===== src/rtl/mtw_pkg.sv =====
package mtw_pkg;

    localparam int CODE_W = 4;
    localparam int ADDR_W = 4;

    typedef enum logic [1:0] {
        MODE_FREE     = 2'd0,
        MODE_PERIODIC = 2'd1,
        MODE_ONESHOT  = 2'd2,
        MODE_WDOG     = 2'd3
    } tmr_mode_e;

    typedef struct packed {
        logic              enable;
        logic              spare;
        tmr_mode_e         mode;
        logic [CODE_W-1:0] presc;
    } tmr_ctrl_t;

    typedef enum logic [1:0] {
        CS_IDLE = 2'd0,
        CS_RUN  = 2'd1,
        CS_HALT = 2'd2
    } cnt_state_e;

    typedef enum logic {
        RQ_IDLE = 1'b0,
        RQ_HOLD = 1'b1
    } req_state_e;

    localparam logic [ADDR_W-1:0] ADDR_LOAD = 4'h0;
    localparam logic [ADDR_W-1:0] ADDR_CTRL = 4'h8;
    localparam logic [ADDR_W-1:0] ADDR_STAT = 4'hC;
    localparam int CAUSE_BIT = 1;

endpackage


===== src/rtl/mtw_prescaler.sv =====
module mtw_prescaler #(
    parameter int CODE_W = 4
) (
    input  logic              clk,
    input  logic              rst_n,
    input  logic              clear,
    input  logic              run,
    input  logic [CODE_W-1:0] code,
    output logic              tick
);
    localparam int SHIFT_MAX = 1 << CODE_W;
    localparam int PRE_W     = SHIFT_MAX;
    localparam int SH_W      = $clog2(SHIFT_MAX + 1);

    logic [PRE_W-1:0] pre_q;
    logic [SH_W-1:0]  shift;
    logic [PRE_W:0]   span;
    logic [PRE_W-1:0] mask;
    logic             unused_top;

    // The top code stretches one step further than 2^code.
    always_comb begin
        if (code == {CODE_W{1'b1}}) begin
            shift = SH_W'(SHIFT_MAX);
        end else begin
            shift = SH_W'(code);
        end
        span = ((PRE_W + 1)'(1) << shift) - (PRE_W + 1)'(1);
        mask = span[PRE_W-1:0];
    end

    assign unused_top = span[PRE_W];
    assign tick       = run && ((pre_q & mask) == mask);

    always_ff @(posedge clk or negedge rst_n) begin
        if (!rst_n) begin
            pre_q <= '0;
        end else if (clear) begin
            pre_q <= '0;
        end else if (run) begin
            pre_q <= pre_q + PRE_W'(1);
        end
    end
endmodule


===== src/rtl/mtw_count_core.sv =====
module mtw_count_core
    import mtw_pkg::*;
#(
    parameter int CNT_W = 16
) (
    input  logic             clk,
    input  logic             rst_n,
    input  logic             enable,
    input  tmr_mode_e        mode,
    input  logic             tick,
    input  logic [CNT_W-1:0] load_val,
    input  logic             load_wr,
    input  logic [CNT_W-1:0] wr_val,
    output logic [CNT_W-1:0] count,
    output logic             fire,
    output logic             pre_clr,
    output logic             run
);
    cnt_state_e       state_q, state_nxt;
    logic [CNT_W-1:0] count_q, count_nxt;

    // State register
    always_ff @(posedge clk or negedge rst_n) begin
        if (!rst_n) begin
            state_q <= CS_IDLE;
            count_q <= '0;
        end else begin
            state_q <= state_nxt;
            count_q <= count_nxt;
        end
    end

    // Next state, counter update and strobes
    always_comb begin
        state_nxt = state_q;
        count_nxt = count_q;
        fire      = 1'b0;
        pre_clr   = 1'b0;
        run       = 1'b0;
        unique case (state_q)
            CS_IDLE: begin
                if (enable) begin
                    state_nxt = CS_RUN;
                    count_nxt = load_val;
                    pre_clr   = 1'b1;
                end
            end
            CS_RUN: begin
                if (!enable) begin
                    state_nxt = CS_IDLE;
                end else if (load_wr) begin
                    count_nxt = wr_val;
                    pre_clr   = 1'b1;
                end else begin
                    run = 1'b1;
                    if (tick) begin
                        if (count_q == '0) begin
                            fire = 1'b1;
                            case (mode)
                                MODE_FREE:     count_nxt = {CNT_W{1'b1}};
                                MODE_PERIODIC: count_nxt = load_val;
                                MODE_ONESHOT:  state_nxt = CS_HALT;
                                MODE_WDOG:     state_nxt = CS_HALT;
                                default:       state_nxt = CS_HALT;
                            endcase
                        end else begin
                            count_nxt = count_q - CNT_W'(1);
                        end
                    end
                end
            end
            CS_HALT: begin
                if (!enable) begin
                    state_nxt = CS_IDLE;
                end else if (load_wr) begin
                    state_nxt = CS_RUN;
                    count_nxt = wr_val;
                    pre_clr   = 1'b1;
                end
            end
            default: begin
                state_nxt = CS_IDLE;
            end
        endcase
    end

    assign count = count_q;
endmodule


===== src/rtl/mtw_reset_pulse.sv =====
module mtw_reset_pulse
    import mtw_pkg::*;
#(
    parameter int HOLD_CYC = 16
) (
    input  logic clk,
    input  logic por_n,
    input  logic bite,
    input  logic flag_clr,
    output logic req,
    output logic cause_flag
);
    localparam int HC_W = $clog2(HOLD_CYC + 1);

    req_state_e      rq_q, rq_nxt;
    logic [HC_W-1:0] hold_q, hold_nxt;
    logic            flag_q;

    // State register
    always_ff @(posedge clk or negedge por_n) begin
        if (!por_n) begin
            rq_q   <= RQ_IDLE;
            hold_q <= '0;
        end else begin
            rq_q   <= rq_nxt;
            hold_q <= hold_nxt;
        end
    end

    always_comb begin
        rq_nxt   = rq_q;
        hold_nxt = hold_q;
        unique case (rq_q)
            RQ_IDLE: begin
                if (bite) begin
                    rq_nxt   = RQ_HOLD;
                    hold_nxt = HC_W'(HOLD_CYC - 1);
                end
            end
            RQ_HOLD: begin
                if (hold_q == '0) begin
                    rq_nxt = RQ_IDLE;
                end else begin
                    hold_nxt = hold_q - HC_W'(1);
                end
            end
            default: rq_nxt = RQ_IDLE;
        endcase
    end

    // Output process
    always_comb begin
        req = (rq_q == RQ_HOLD);
    end

    // Sticky cause flag: a new expiry wins over a clear in the same cycle
    always_ff @(posedge clk or negedge por_n) begin
        if (!por_n) begin
            flag_q <= 1'b0;
        end else if (bite) begin
            flag_q <= 1'b1;
        end else if (flag_clr) begin
            flag_q <= 1'b0;
        end
    end

    assign cause_flag = flag_q;
endmodule


===== src/rtl/mode_timer_wdog.sv =====
module mode_timer_wdog
    import mtw_pkg::*;
#(
    parameter int CNT_W    = 16,
    parameter int HOLD_CYC = 16
) (
    input  logic              clk,
    input  logic              por_n,
    input  logic              rst_n,
    input  logic              bus_wr,
    input  logic              bus_rd,
    input  logic [ADDR_W-1:0] bus_addr,
    input  logic [31:0]       bus_wdata,
    output logic [31:0]       bus_rdata,
    output logic              irq_pulse,
    output logic              sys_rst_req
);
    localparam int CTRL_W = $bits(tmr_ctrl_t);

    tmr_ctrl_t        ctrl_q;
    logic [CNT_W-1:0] load_q;
    logic [CNT_W-1:0] cur_count;
    logic             wr_load, wr_ctrl, wr_stat;
    logic             tick, fire, pre_clr, run;
    logic             bite, irq_q, rst_flag;
    logic             unused_bits;

    assign wr_load = bus_wr && (bus_addr == ADDR_LOAD);
    assign wr_ctrl = bus_wr && (bus_addr == ADDR_CTRL);
    assign wr_stat = bus_wr && (bus_addr == ADDR_STAT);
    assign unused_bits = ^bus_wdata[31:CNT_W];

    always_ff @(posedge clk or negedge rst_n) begin
        if (!rst_n) begin
            ctrl_q <= '0;
            load_q <= '0;
        end else begin
            if (wr_ctrl) ctrl_q <= tmr_ctrl_t'(bus_wdata[CTRL_W-1:0]);
            if (wr_load) load_q <= bus_wdata[CNT_W-1:0];
        end
    end

    mtw_prescaler #(.CODE_W(CODE_W)) i_presc (
        .clk   (clk),
        .rst_n (rst_n),
        .clear (pre_clr),
        .run   (run),
        .code  (ctrl_q.presc),
        .tick  (tick)
    );

    mtw_count_core #(.CNT_W(CNT_W)) i_core (
        .clk      (clk),
        .rst_n    (rst_n),
        .enable   (ctrl_q.enable),
        .mode     (ctrl_q.mode),
        .tick     (tick),
        .load_val (load_q),
        .load_wr  (wr_load),
        .wr_val   (bus_wdata[CNT_W-1:0]),
        .count    (cur_count),
        .fire     (fire),
        .pre_clr  (pre_clr),
        .run      (run)
    );

    assign bite = fire && (ctrl_q.mode == MODE_WDOG);

    always_ff @(posedge clk or negedge rst_n) begin
        if (!rst_n) begin
            irq_q <= 1'b0;
        end else begin
            irq_q <= fire && (ctrl_q.mode != MODE_WDOG);
        end
    end

    mtw_reset_pulse #(.HOLD_CYC(HOLD_CYC)) i_rq (
        .clk        (clk),
        .por_n      (por_n),
        .bite       (bite),
        .flag_clr   (wr_stat && bus_wdata[CAUSE_BIT]),
        .req        (sys_rst_req),
        .cause_flag (rst_flag)
    );

    always_comb begin
        bus_rdata = '0;
        if (bus_rd) begin
            case (bus_addr)
                ADDR_LOAD: bus_rdata = 32'(cur_count);
                ADDR_CTRL: bus_rdata = 32'(ctrl_q);
                ADDR_STAT: bus_rdata = 32'(rst_flag) << CAUSE_BIT;
                default:   bus_rdata = '0;
            endcase
        end
    end

    assign irq_pulse = irq_q;
endmodule


===== config.mk =====
export PLATFORM = sky130hd
export DESIGN_NAME = mode_timer_wdog
export DESIGN_NICKNAME = d
export VERILOG_FILES = /design/src/rtl/mtw_pkg.sv /design/src/rtl/mtw_prescaler.sv /design/src/rtl/mtw_count_core.sv /design/src/rtl/mtw_reset_pulse.sv /design/src/rtl/mode_timer_wdog.sv
export SDC_FILE = /design/constraint.sdc
export NUM_CORES = 1
export LEC_CHECK = 0
export BUFFER_PORTS_ARGS = -buffer_cell sky130_fd_sc_hd__clkbuf_2
export CORE_ASPECT_RATIO = 0.9
export CORE_UTILIZATION = 48
export CTS_CLUSTER_DIAMETER = 150
export DETAILED_ROUTE_END_ITERATION = 7
export PLACE_DENSITY = 0.72
export SETUP_SLACK_MARGIN = 0.2
export SYNTH_ARGS = -nofsm -noshare
export SYNTH_HDL_FRONTEND = slang
export SYNTH_HIERARCHICAL = 1
export SYNTH_SLANG_ARGS = --single-unit

===== constraint.sdc =====
create_clock -name clk -period 3.2 [get_ports clk]
set_input_delay 0.16 -clock clk [delete_from_list [all_inputs] [get_ports clk]]
set_output_delay 0.16 -clock clk [all_outputs]
set_load 0.03 [all_outputs]

Word level (Yosys, flattened, before mapping)
Cells that the tools add are included.
{"block": "op_classes", "add_sub_neg": 4, "mul": 0, "div": 0, "order_cmp": 0, "n_eq_ne": 23, "shifts": 1, "n_mux": 43, "n_bitwise": 2, "n_reduce_logical": 20}
{"op": "$mux W16", "count": 9}
{"op": "$pmux W16 S3", "count": 2}
{"op": "$mux W32", "count": 1}
{"op": "$pmux W16 S2", "count": 1}
{"op": "$add A16 B1 Y16 const B", "count": 1}
{"op": "$and A16 B16 Y16", "count": 1}
{"op": "$eq A16 B16 Y1", "count": 1}
{"op": "$logic_not A16 Y1", "count": 1}
{"op": "$mux W2", "count": 8}
{"op": "$shl A1 B5 Y16 const A", "count": 1}
{"op": "$sub A16 B1 Y16 const B", "count": 1}
{"op": "$sub A16 B2 Y16 const B", "count": 1}
{"op": "$mux W1", "count": 15}
{"op": "$mux W5", "count": 3}
{"op": "$eq A4 B4 Y1 const B", "count": 3}
{"op": "$ne A2 B2 Y1 const B", "count": 6}
{"op": "$pmux W5 S2", "count": 1}
{"op": "$ne A3 B2 Y1 const B", "count": 3}
{"op": "$logic_and A1 B1 Y1", "count": 7}
{"op": "$reduce_and A7 Y1", "count": 1}
{"op": "$eq A2 B2 Y1 const B", "count": 3}
{"op": "$ne A3 B3 Y1 const B", "count": 2}
{"op": "$pmux W2 S3", "count": 1}
{"op": "$reduce_and A6 Y1", "count": 1}
{"op": "14 further kinds", "count": 19}
{"block": "word_totals", "regBits": 66, "latchBits": 0, "ram_bits": 0, "mem_bits_ro": 0, "out_inout_bits": 34, "elab_cells": 105, "memories": 0}

Logic depth before layout (Yosys ltp)
Gate-level depths: netlist of run 1.
{"block": "logic_depth", "depth_word": 14, "ltp_mapped": 18, "ltp_nobuf": 15}

Cells and area by module
Netlist of run 1, hierarchy kept.
{"module": "mtw_count_core", "instances": 1, "cells_each": 253, "area_per_inst_um2": 1899.3, "seq_area_each_um2": 450.4}
{"module": "mode_timer_wdog", "instances": 1, "cells_each": 106, "area_per_inst_um2": 1348.8, "seq_area_each_um2": 625.6}
{"module": "mtw_prescaler", "instances": 1, "cells_each": 131, "area_per_inst_um2": 1184.9, "seq_area_each_um2": 400.4}
{"module": "mtw_reset_pulse", "instances": 1, "cells_each": 31, "area_per_inst_um2": 329.1, "seq_area_each_um2": 175.2}

Worst setup path after synthesis of run 1
OpenSTA, ideal clock, no wires.
{"block": "synth_timing", "path_kind": "register to register", "startpoint": "register i_core.state_q[1]", "endpoint": "register i_core.count_q[13] (netlist: i_core/count[13])", "setup_time_ps": 82, "arrival_time_ps": 3201, "required_ps": 3118, "path_slack_ps": -84, "stages_incl_launch_ff": 18, "n_path_buf": 3, "period_less_slack_ps": 3284, "path_cell_list": "dfrtp_1 > inv_1 > ha_1 > clkbuf_1 > nor2b_1 > and2_1 > buf_2 > o21ai_0 > a31oi_1 > o2111ai_1 > nor4_2 > nand2b_1 > a21oi_1 > nor3_1 > o21a_1 > clkbuf_1 > o311ai_1 > o22ai_1"}
{"block": "synth_via", "elab_chain_cells": 5, "elab_cells_between_ends": 14, "classes_between": "8 x eq/ne; 2 x mux; 4 x reduce/logical"}
{"element": "start, declared", "line": "mtw_count_core.sv:19", "rtl": "cnt_state_e state_q, state_nxt;"}
{"element": "start signal, assigned", "line": "mtw_count_core.sv:28", "rtl": "state_q <= state_nxt;"}
{"element": "$eq A2 B1 Y1", "line": "mtw_count_core.sv:40", "rtl": "unique case (state_q)"}
{"element": "$mux W1", "line": "mtw_count_core.sv:40"}
{"element": "named net run", "line": "mode_timer_wdog.sv:24", "rtl": "logic tick, fire, pre_clr, run;"}
{"element": "$logic_and A1 B1 Y1", "line": "mtw_prescaler.sv:33", "rtl": "assign tick = run && ((pre_q & mask) == mask);"}
{"element": "named net tick", "line": "mode_timer_wdog.sv:24"}
{"element": "$ne A3 B1 Y1 (no source line)"}
{"element": "$reduce_and A7 Y1 (no source line)"}
{"element": "end signal, assigned", "line": "mtw_count_core.sv:29", "rtl": "count_q <= count_nxt;"}
{"element": "end, declared", "line": "mtw_count_core.sv:20", "rtl": "logic [CNT_W-1:0] count_q, count_nxt;"}
The timed path passes the listed nets, and every way through them passes these cells.
A chain may end at the register's enable or synchronous reset.

Worst setup path in the final report of run 1
{"block": "layout_timing", "startpoint": "register ctrl_q[3] (netlist bit)", "endpoint": "register i_core.count_q[15] (netlist: i_core/count[15])"}
{"block": "layout_via", "elab_chain_cells": 9}
{"element": "start, declared", "line": "mode_timer_wdog.sv:20", "rtl": "tmr_ctrl_t ctrl_q;"}
{"element": "start signal, assigned", "line": "mode_timer_wdog.sv:38", "rtl": "if (wr_ctrl) ctrl_q <= tmr_ctrl_t'(bus_wdata[CTRL_W-1:0]);"}
{"element": "$eq A4 B4 Y1", "line": "mtw_prescaler.sv:23", "rtl": "if (code == {CODE_W{1'b1}}) begin"}
{"element": "$mux W5 (*)", "line": "mtw_prescaler.sv:23"}
{"element": "$shl A1 B5 Y16 (*)", "line": "mtw_prescaler.sv:28", "rtl": "span = ((PRE_W + 1)'(1) << shift) - (PRE_W + 1)'(1);"}
{"element": "$sub A16 B2 Y16 (*)", "line": "mtw_prescaler.sv:28"}
{"element": "$and A16 B16 Y16", "line": "mtw_prescaler.sv:33"}
{"element": "$eq A16 B16 Y1 (*)", "line": "mtw_prescaler.sv:33"}
{"element": "$logic_and A1 B1 Y1 (*)", "line": "mtw_prescaler.sv:33"}
{"element": "named net tick", "line": "mode_timer_wdog.sv:24"}
{"element": "$ne A3 B1 Y1 (no source line) (*)"}
{"element": "$reduce_and A7 Y1 (no source line) (*)"}
Mark *: on every way through the listed nets, which the timed path passes. The rest lies on a longest branch.

==> metrics.yaml, run 1 <==
ios: 75
htree_levels: 3
grt_max_degree: 36
grt_use_total_pct: 24.1
worst_pin_slew_ns: 0.879
yosysWarnings: 6
drt_iter0_markers: 376
cp.required_ns: 3.41
ir_worst_vdd_mv: 0.328
final_util_pct: 57.3
pwr-share-comb_pct: 45.6
vias: 4207
finalSetupTns_ns: 0
fin_area_sq_mm: 0.00554
cts_made_buffers: 9
port_buffers: 42
skew_ns: 0.0133
start_kind: "flop"
initial_utilization_pct: 49.3
crit_path_end_kind: "flop"
p_total_mw: 3.85
insertion_delay_ns: 0.36
dp_cells: 679
path_clk_slew_ns: 0.08
place_congestion: 0.922
insertedDiodeCount: 0
die_width_um: 107
placementRows: 34
maxSlewViolCount: 0
power_density_mw_per_mm2: 696
synth_edf_count: 0
power_frac_clock_pct: 20.4
synth_compound_gate_area_share_pct: 15.9
core-area_sq_mm: 0.00966
cts_tree: "done"
synth-async-reset-ratio_pct: 100
synth_top_family_by_area: "simple AND/OR/NAND/NOR gates"
grt_pass1_wl_mm: 19.2
min_path_type: "in -> reg"
ys_seq_elements: 66
max-slew-margin-rel_pct: 41.4
p_leak_nw: 2.44
crit_type: "reg -> reg"
synth.distinct_cells: 76
synthSimpleGateAreaFrac_pct: 26.3
dp_slack_ns: -0.0150
grt_antenna_before_repair: 0
cts_buffer_depth: 2
grt_setup_unrepaired: "true"
drc: 0
drive_above_1_share_pct: 28.6
cts-root-buf: "clkbuf_8"
p_switching_mw: 1.60
yosys.area_share.xor_xnor_pct: 4.05
wirelength_mm: 12.4
layout_setup_ws_ns: 0.189
area_delta_synth_final_pct: 16.2
num-nets-final: 629
placed_cell_area_sq_mm: 0.00508
synth_flop_cell: "dfrtp_1"
p_int_mw: 2.25
vias_per_cell: 5.93
layout.cells.non_filler: 709
yosysSeqAreaShare_pct: 34.7
setup_viol: 0
sw_frac_of_total_pct: 41.6
first_pass_iters: 6
period_share_pct: 94.1
wl_per_cell_um: 17.5
cap_violations: 0
grt_pass1_vias: 3733
clock-sinks: 66
hold_violations: 0
synth_cells: 521
grt_overflow: 0
place_hpwl_mm: 8.39
synth_area_sq_mm: 0.00476
critical_path_arrival_ns: 3.22
antenna_left: 0
status: "completed"
synth.area.mux_share_pct: 8.99
critPathMaxFanout: 6
die_h_um: 96.5
share_seq_of_total_power_pct: 34.1
die-area_sq_mm: 0.0103
fillCellCount: 851
finalHoldWorstSlack_ns: 0.0585
avgSynthCellArea_sq_um: 9.14
synth_adder_area_share_pct: 2.63
timing.fmax_mhz: 332
fin_crit_ns: 3.01
-- state kept, by name, summed over array words and instances (netlist names) --
register and flops:
i_core/count 16, i_presc/pre_q 16, i_rq/hold_q 5, i_rq/req 1, irq_pulse 1, i_core/state_q 2, i_rq/cause_flag 1, load_q 16
ctrl_q 8
-- area by class of cell --
| cell class | instances | area, sq um | area share (%) |
|---|---|---|---|
| clock inverters | 7 | 93.8 | 1.70 |
| well taps | 126 | 158 | 2.85 |
| multi-input cells | 405 | 2950 | 53.3 |
| repair buffers | 76 | 479 | 8.66 |
| clock buffers | 9 | 124 | 2.24 |
| inverters | 20 | 75.1 | 1.36 |
| flip-flops and latches | 66 | 1660 | 29.9 |
-- final timing paths --
| path | slack (ns) | to | cells past startpoint | startpoint |
|---|---|---|---|---|
| max | 0.19 | i_core/count[15]$_DFFE_PN0P_ | 13 | ctrl_q[3]$_DFFE_PN0P_ |
| min | 0.06 | load_q[10]$_DFFE_PN0P_ | 2 | bus_wdata[10] |
| max reg2reg | 0.19 | i_core/count[15]$_DFFE_PN0P_ | 13 | ctrl_q[3]$_DFFE_PN0P_ |
| min reg2reg | 0.49 | i_rq/cause_flag$_DFFE_PN0P_ | 1 | i_rq/cause_flag$_DFFE_PN0P_ |
| max in group asynchronous | 1.98 | i_core/count[0]$_DFFE_PN0P_ | 3 | rst_n |
| min in group asynchronous | 0.16 | i_rq/hold_q[2]$_DFFE_PN0P_ | 2 | por_n |
-- cells by family (layout without fill, tap and decap cells) --
logic type                 Yosys count  in the layout
and+or+nand+nor                    212            212
AOI/OAI and AO/OA                  107            107
DFF                                 66             66
buffers and inverters               65            112
muxes                               38             38
xor gates and xnor gates            22             22
adders and majority gates           10             10
other                                1             16
-- synth_stat cells (all sizes together), types with 2 or more instances --
cell type | count | area, sq um
o41ai | 3 | 26.3
dfrtp | 66 | 1650
nor3b | 4 | 40.0
nor3 | 25 | 151
o21bai | 2 | 15.0
nor4 | 8 | 96.3
o2111ai | 4 | 41.3
o311ai | 4 | 35.0
o211ai | 4 | 30.0
or3 | 4 | 26.3
mux2i | 12 | 120
nor2 | 51 | 208
nand2 | 45 | 169
ha | 10 | 125
nand3b | 5 | 50.1
a21o | 2 | 15.0
a31oi | 6 | 37.5
o21a | 8 | 60.1
or4 | 4 | 33.8
and2 | 9 | 56.3
nand4 | 8 | 80.1
a31o | 2 | 17.5
xor2 | 7 | 61.3
or4b | 3 | 33.8
clkbuf | 15 | 56.3
nand3 | 16 | 85.1
nand2b | 10 | 62.6
inv | 20 | 75.1
a41oi | 2 | 17.5
a211oi | 2 | 20.0
o311a | 5 | 50.1
a22o | 4 | 35.0
buf | 30 | 223
o21ai | 27 | 135
and3 | 8 | 50.1
a21oi | 9 | 45.0
o22ai | 10 | 62.6
mux2 | 26 | 308
nor2b | 4 | 25.0
nor4b | 5 | 58.8
a21boi | 2 | 15.0
xnor2 | 15 | 131
o221ai | 3 | 26.3
-- layout by cell type (no fill, tap or decap), types with 4 or more instances in the layout --
cell,count
dfrtp_1,63
nand2b_1,9
mux2i_1,11
clkbuf_2,42
a31oi_1,5
o211ai_1,4
inv_1,20
nand3_1,15
ha_1,8
nor4b_1,4
and2_1,9
nor3_2,7
o22ai_1,9
clkbuf_8,9
xnor2_1,15
a21oi_1,8
nand3b_1,4
o311a_1,5
nand4_1,6
and3_1,8
o21ai_1,10
nand2_1,44
xor2_1,7
o21a_1,7
nor4_2,4
buf_4,28
nor2_1,49
mux2_2,21
o21ai_0,15
a22o_1,4
conb_1,16
mux2_4,4
nor3_1,16
-- per-layer routing --
| metal | vias up | share of wire, % | GRT usage [%] |
|---|---|---|---|
| li1 | 1972 | - | - |
| met1 | 2022 | 46 | 35.1 |
| met2 | 193 | 45 | 36.6 |
| met3 | 20 | 6.9 | 3.35 |
| met4 | 0 | 1.8 | 8.33 |
| met5 | - | 0 | 0 |
-- power by group through the flow --
stage,clock network (mW),logic (mW),registers [mW]
after global routing,0.830,1.92,1.34
after CTS,0.798,1.57,1.30
after detailed placement,0,1.54,1.31
final,0.784,1.76,1.31
after floorplan,0,1.26,1.20
after global placement,0,1.50,1.31
-- critical path: stages (launching register included) --
cell      delay [ns]
dfrtp_2         0.44
nor3_2          0.20
nand2_1         0.11
ha_4            0.20
buf_4           0.15
and3_1          0.16
a211o_1         0.27
nor4_4          0.25
nand2b_4        0.18
a21oi_2         0.05
nor3_2          0.24
o21a_2          0.29
mux2i_1         0.25
a41oi_1         0.07
-- what timing repair did --
item | CTS | global route
pin swaps | 0 | 15
endpoints found under the setup margin | 17 | 19
cloned | 0 | 1
gates resized for setup | 8 | 29
buffers inserted | 1 | 10
hold endpoints to repair | 36 | 0
hold buffers | 2 | 0
(Power assumes the default switching activity.)
==> run 2, diff against run 1 <==
--- a/config.mk
+++ b/config.mk
@@ -10,7 +10,7 @@
 export CORE_UTILIZATION = 48
 export CTS_CLUSTER_DIAMETER = 150
 export DETAILED_ROUTE_END_ITERATION = 7
-export PLACE_DENSITY = 0.72
+export PLACE_DENSITY = 0.69
 export SETUP_SLACK_MARGIN = 0.2
 export SYNTH_ARGS = -nofsm -noshare
 export SYNTH_HDL_FRONTEND = slang
==> constraint.sdc (replaced) <==
create_clock -name clk -period 3.5 [get_ports clk]
set_input_delay 0.175 -clock clk [delete_from_list [all_inputs] [get_ports clk]]
set_output_delay 0.175 -clock clk [all_outputs]
set_load 0.03 [all_outputs]
==> run 2 against run 1 <==
Final area fell by 4.3%. Maximum frequency fell by 5.2%. Sequential cell count did not move. Setup slack improved by 0.14 ns. Hold slack improved by 0.020 ns. Via count fell by 2.4%. Critical path type unchanged. Largest power group unchanged. Highest routed layer unchanged.
==> metrics.yaml, run 2 (synthesis gave the netlist of run 1 again) <==
cp_slowest_cell: "dfrtp_2"  # unchanged
ff2ff_path_depth: 13  # unchanged
wirelength_mm: 11.9  # was 12.4 mm
p_switching_mw: 1.41  # was 1.60 mW
place_congestion: 0.910  # was 0.922
core-area_sq_mm: 0.00966  # unchanged
cp.required_ns: 3.75  # was 3.41 ns
p_int_mw: 1.96  # was 2.25 mW
ir_worst_vdd_mv: 0.258  # was 0.328 mV
p_leak_nw: 2.32  # was 2.44 nW
maxSlewViolCount: 0  # unchanged
min_path_type: "in -> reg"  # unchanged
grt_setup_unrepaired: "false"  # was true
area_delta_synth_final_pct: 11.2  # was 16.2%
finalSetupTns_ns: 0  # unchanged
pwr-share-comb_pct: 41.8  # was 45.6%
sw_frac_of_total_pct: 41.8  # was 41.6%
cts-root-buf: "clkbuf_8"  # unchanged
antenna_left: 0  # unchanged
crit_family: "simple AND/OR/NAND/NOR gates"  # unchanged
worst_pin_slew_ns: 0.818  # was 0.879 ns
place_hpwl_mm: 8.36  # was 8.39 mm
post-cts-setup-buffers: 0  # was 1
num-nets-final: 614  # was 629
hold_violations: 0  # unchanged
grt_antenna_before_repair: 0  # unchanged
grt_max_degree: 36  # unchanged
timing.fmax_mhz: 315  # was 332 MHz
period_share_pct: 90.7  # was 94.1%
die_width_um: 107  # unchanged
layout_commonest_cell: "dfrtp_1"  # unchanged
die-area_sq_mm: 0.0103  # unchanged
max_stage_delay_ns: 0.49  # was 0.44 ns
cap_violations: 0  # unchanged
fin_area_sq_mm: 0.00530  # was 0.00554 sq mm
grt_pass1_vias: 3770  # was 3733
wl_per_cell_um: 17.1  # was 17.5 um
power_density_mw_per_mm2: 635  # was 696 mW/mm^2
p_total_mw: 3.36  # was 3.85 mW
insertedDiodeCount: 0  # unchanged
path_clk_slew_ns: 0.08  # about the same
grt_overflow: 0  # unchanged
port_buffers: 42  # unchanged
initial_utilization_pct: 49.3  # unchanged
grt_use_total_pct: 24.5  # was 24.1%
dp_cells: 676  # was 679
finalHoldWorstSlack_ns: 0.0787  # was 0.0585 ns
cts_tree: "done"  # unchanged
critPathMaxFanout: 14  # was 6
fin_crit_ns: 3.17  # was 3.01 ns
drt_iter0_markers: 362  # was 376
path_cells: "nor3_1 -> nand2_1 -> ha_2 -> nand3b_1 -> o2111ai_1 -> a211o_1 -> nor4_2 -> nand2b_1 -> a21oi_1 -> nor3_2 -> o21ai_1 -> buf_4 -> o41ai_1"  # was nor3_2 -> nand2_1 -> ha_4 -> buf_4 -> and3_1 -> a211o_1 -> nor4_4 -> nand2b_4 -> a21oi_2 -> nor3_2 -> o21a_2 -> mux2i_1 -> a41oi_1
placementRows: 34  # unchanged
max-slew-margin-rel_pct: 45.5  # was 41.4%
cp-startpoint: "ctrl_q[1]$_DFFE_PN0P_"  # was ctrl_q[3]$_DFFE_PN0P_
htree_levels: 3  # unchanged
setup_viol: 0  # unchanged
share_seq_of_total_power_pct: 36.1  # was 34.1%
placed_cell_area_sq_mm: 0.00503  # was 0.00508 sq mm
start_kind: "flop"  # unchanged
first_pass_iters: 5  # was 6
crit_path_end_kind: "flop"  # unchanged
min_from: "bus_wdata[10]"  # unchanged
skew_ns: 0.0104  # was 0.0133 ns
grt_pass1_wl_mm: 19.4  # was 19.2 mm
insertion_delay_ns: 0.36  # about the same
vias_per_cell: 5.92  # was 5.93
mostFrequentLayoutCells: "dfrtp_1, nor2_1, nand2_1"  # unchanged
drive_above_1_share_pct: 23.6  # was 28.6%
crit_type: "reg -> reg"  # unchanged
vias: 4108  # was 4207
clock-sinks: 66  # unchanged
cts_buffer_depth: 2  # unchanged
cts_made_buffers: 9  # unchanged
reg2reg_from: "ctrl_q[1]$_DFFE_PN0P_"  # was ctrl_q[3]$_DFFE_PN0P_
ios: 75  # unchanged
status: "completed"  # unchanged
power_frac_clock_pct: 22.1  # was 20.4%
drc: 0  # unchanged
layout.cells.non_filler: 694  # was 709
critical_path_arrival_ns: 3.43  # was 3.22 ns
whs_path_depth: 2  # unchanged
die_h_um: 96.5  # unchanged
critical_path_buf_inv_count: 1  # unchanged
worst-path-stages: 13  # unchanged
## run 2: what timing repair did
| item | CTS | global route |
|---|---|---|
| hold buffers | 2 | 0 |
| pin swaps | 0 | 1 |
| gates resized for setup | 2 | 5 |
| endpoints found under the hold margin | 38 | 0 |
| setup endpoints to repair | 9 | 18 |
## run 2: worst register-to-register path: stages, from the launching register on
cell and delay [ns]:
dfrtp_2 0.49, nor3_1 0.25, nand2_1 0.09, ha_2 0.24
nand3b_1 0.10, o2111ai_1 0.12, a211o_1 0.30, nor4_2 0.33
nand2b_1 0.15, a21oi_1 0.07, nor3_2 0.23, o21ai_1 0.13
buf_4 0.21, o41ai_1 0.35
## run 2: worst paths after layout
kind,to,slack [ns]
worst max-delay path,i_core/count[11]$_DFFE_PN0P_,0.33
worst min-delay path,load_q[10]$_DFFE_PN0P_,0.08
worst max register to register,i_core/count[11]$_DFFE_PN0P_,0.33
worst min register to register,i_rq/cause_flag$_DFFE_PN0P_,0.48
max in group asynchronous,ctrl_q[2]$_DFFE_PN0P_,2.14
min in group asynchronous,i_rq/req$_DFF_PN0_,0.18
## run 2: per-layer routing
layer | vias to the layer above | wire [um] | GRT usage, %
li1 | 1948 | - | -
met1 | 2008 | 5560 | 33.9
met2 | 140 | 5490 | 38.9
met4 | 0 | 162 | 9.36
met3 | 12 | 664 | 3.42
met5 | - | 0 | 0
## run 2: per-stage QoR
stage | setup slack, ns | utilization, %
floorplan | 0.216 | -
global placement | 0.228 | 52.1
detailed placement | 0.0829 | 52.1
CTS | 0.250 | 54.8
global route | 0.220 | 54.8
finish | 0.326 | 54.8
## run 2: power groups by stage
stage	registers (mW)	logic, mW	clock network [mW]
final	1.22	1.41	0.742
after global routing	1.25	1.56	0.792
after CTS	1.21	1.39	0.756
after detailed placement	1.22	1.37	0
after global placement	1.21	1.33	0
after floorplan	1.10	1.14	0
## run 2: cell type report
class,count,area [sq um]
multi-input cells,405,2820
well taps,126,158
repair buffers,61,358
clock inverters,7,103
clock buffers,9,124
flip-flops and latches,66,1660
fillers,875,4360
inverters,20,75.1
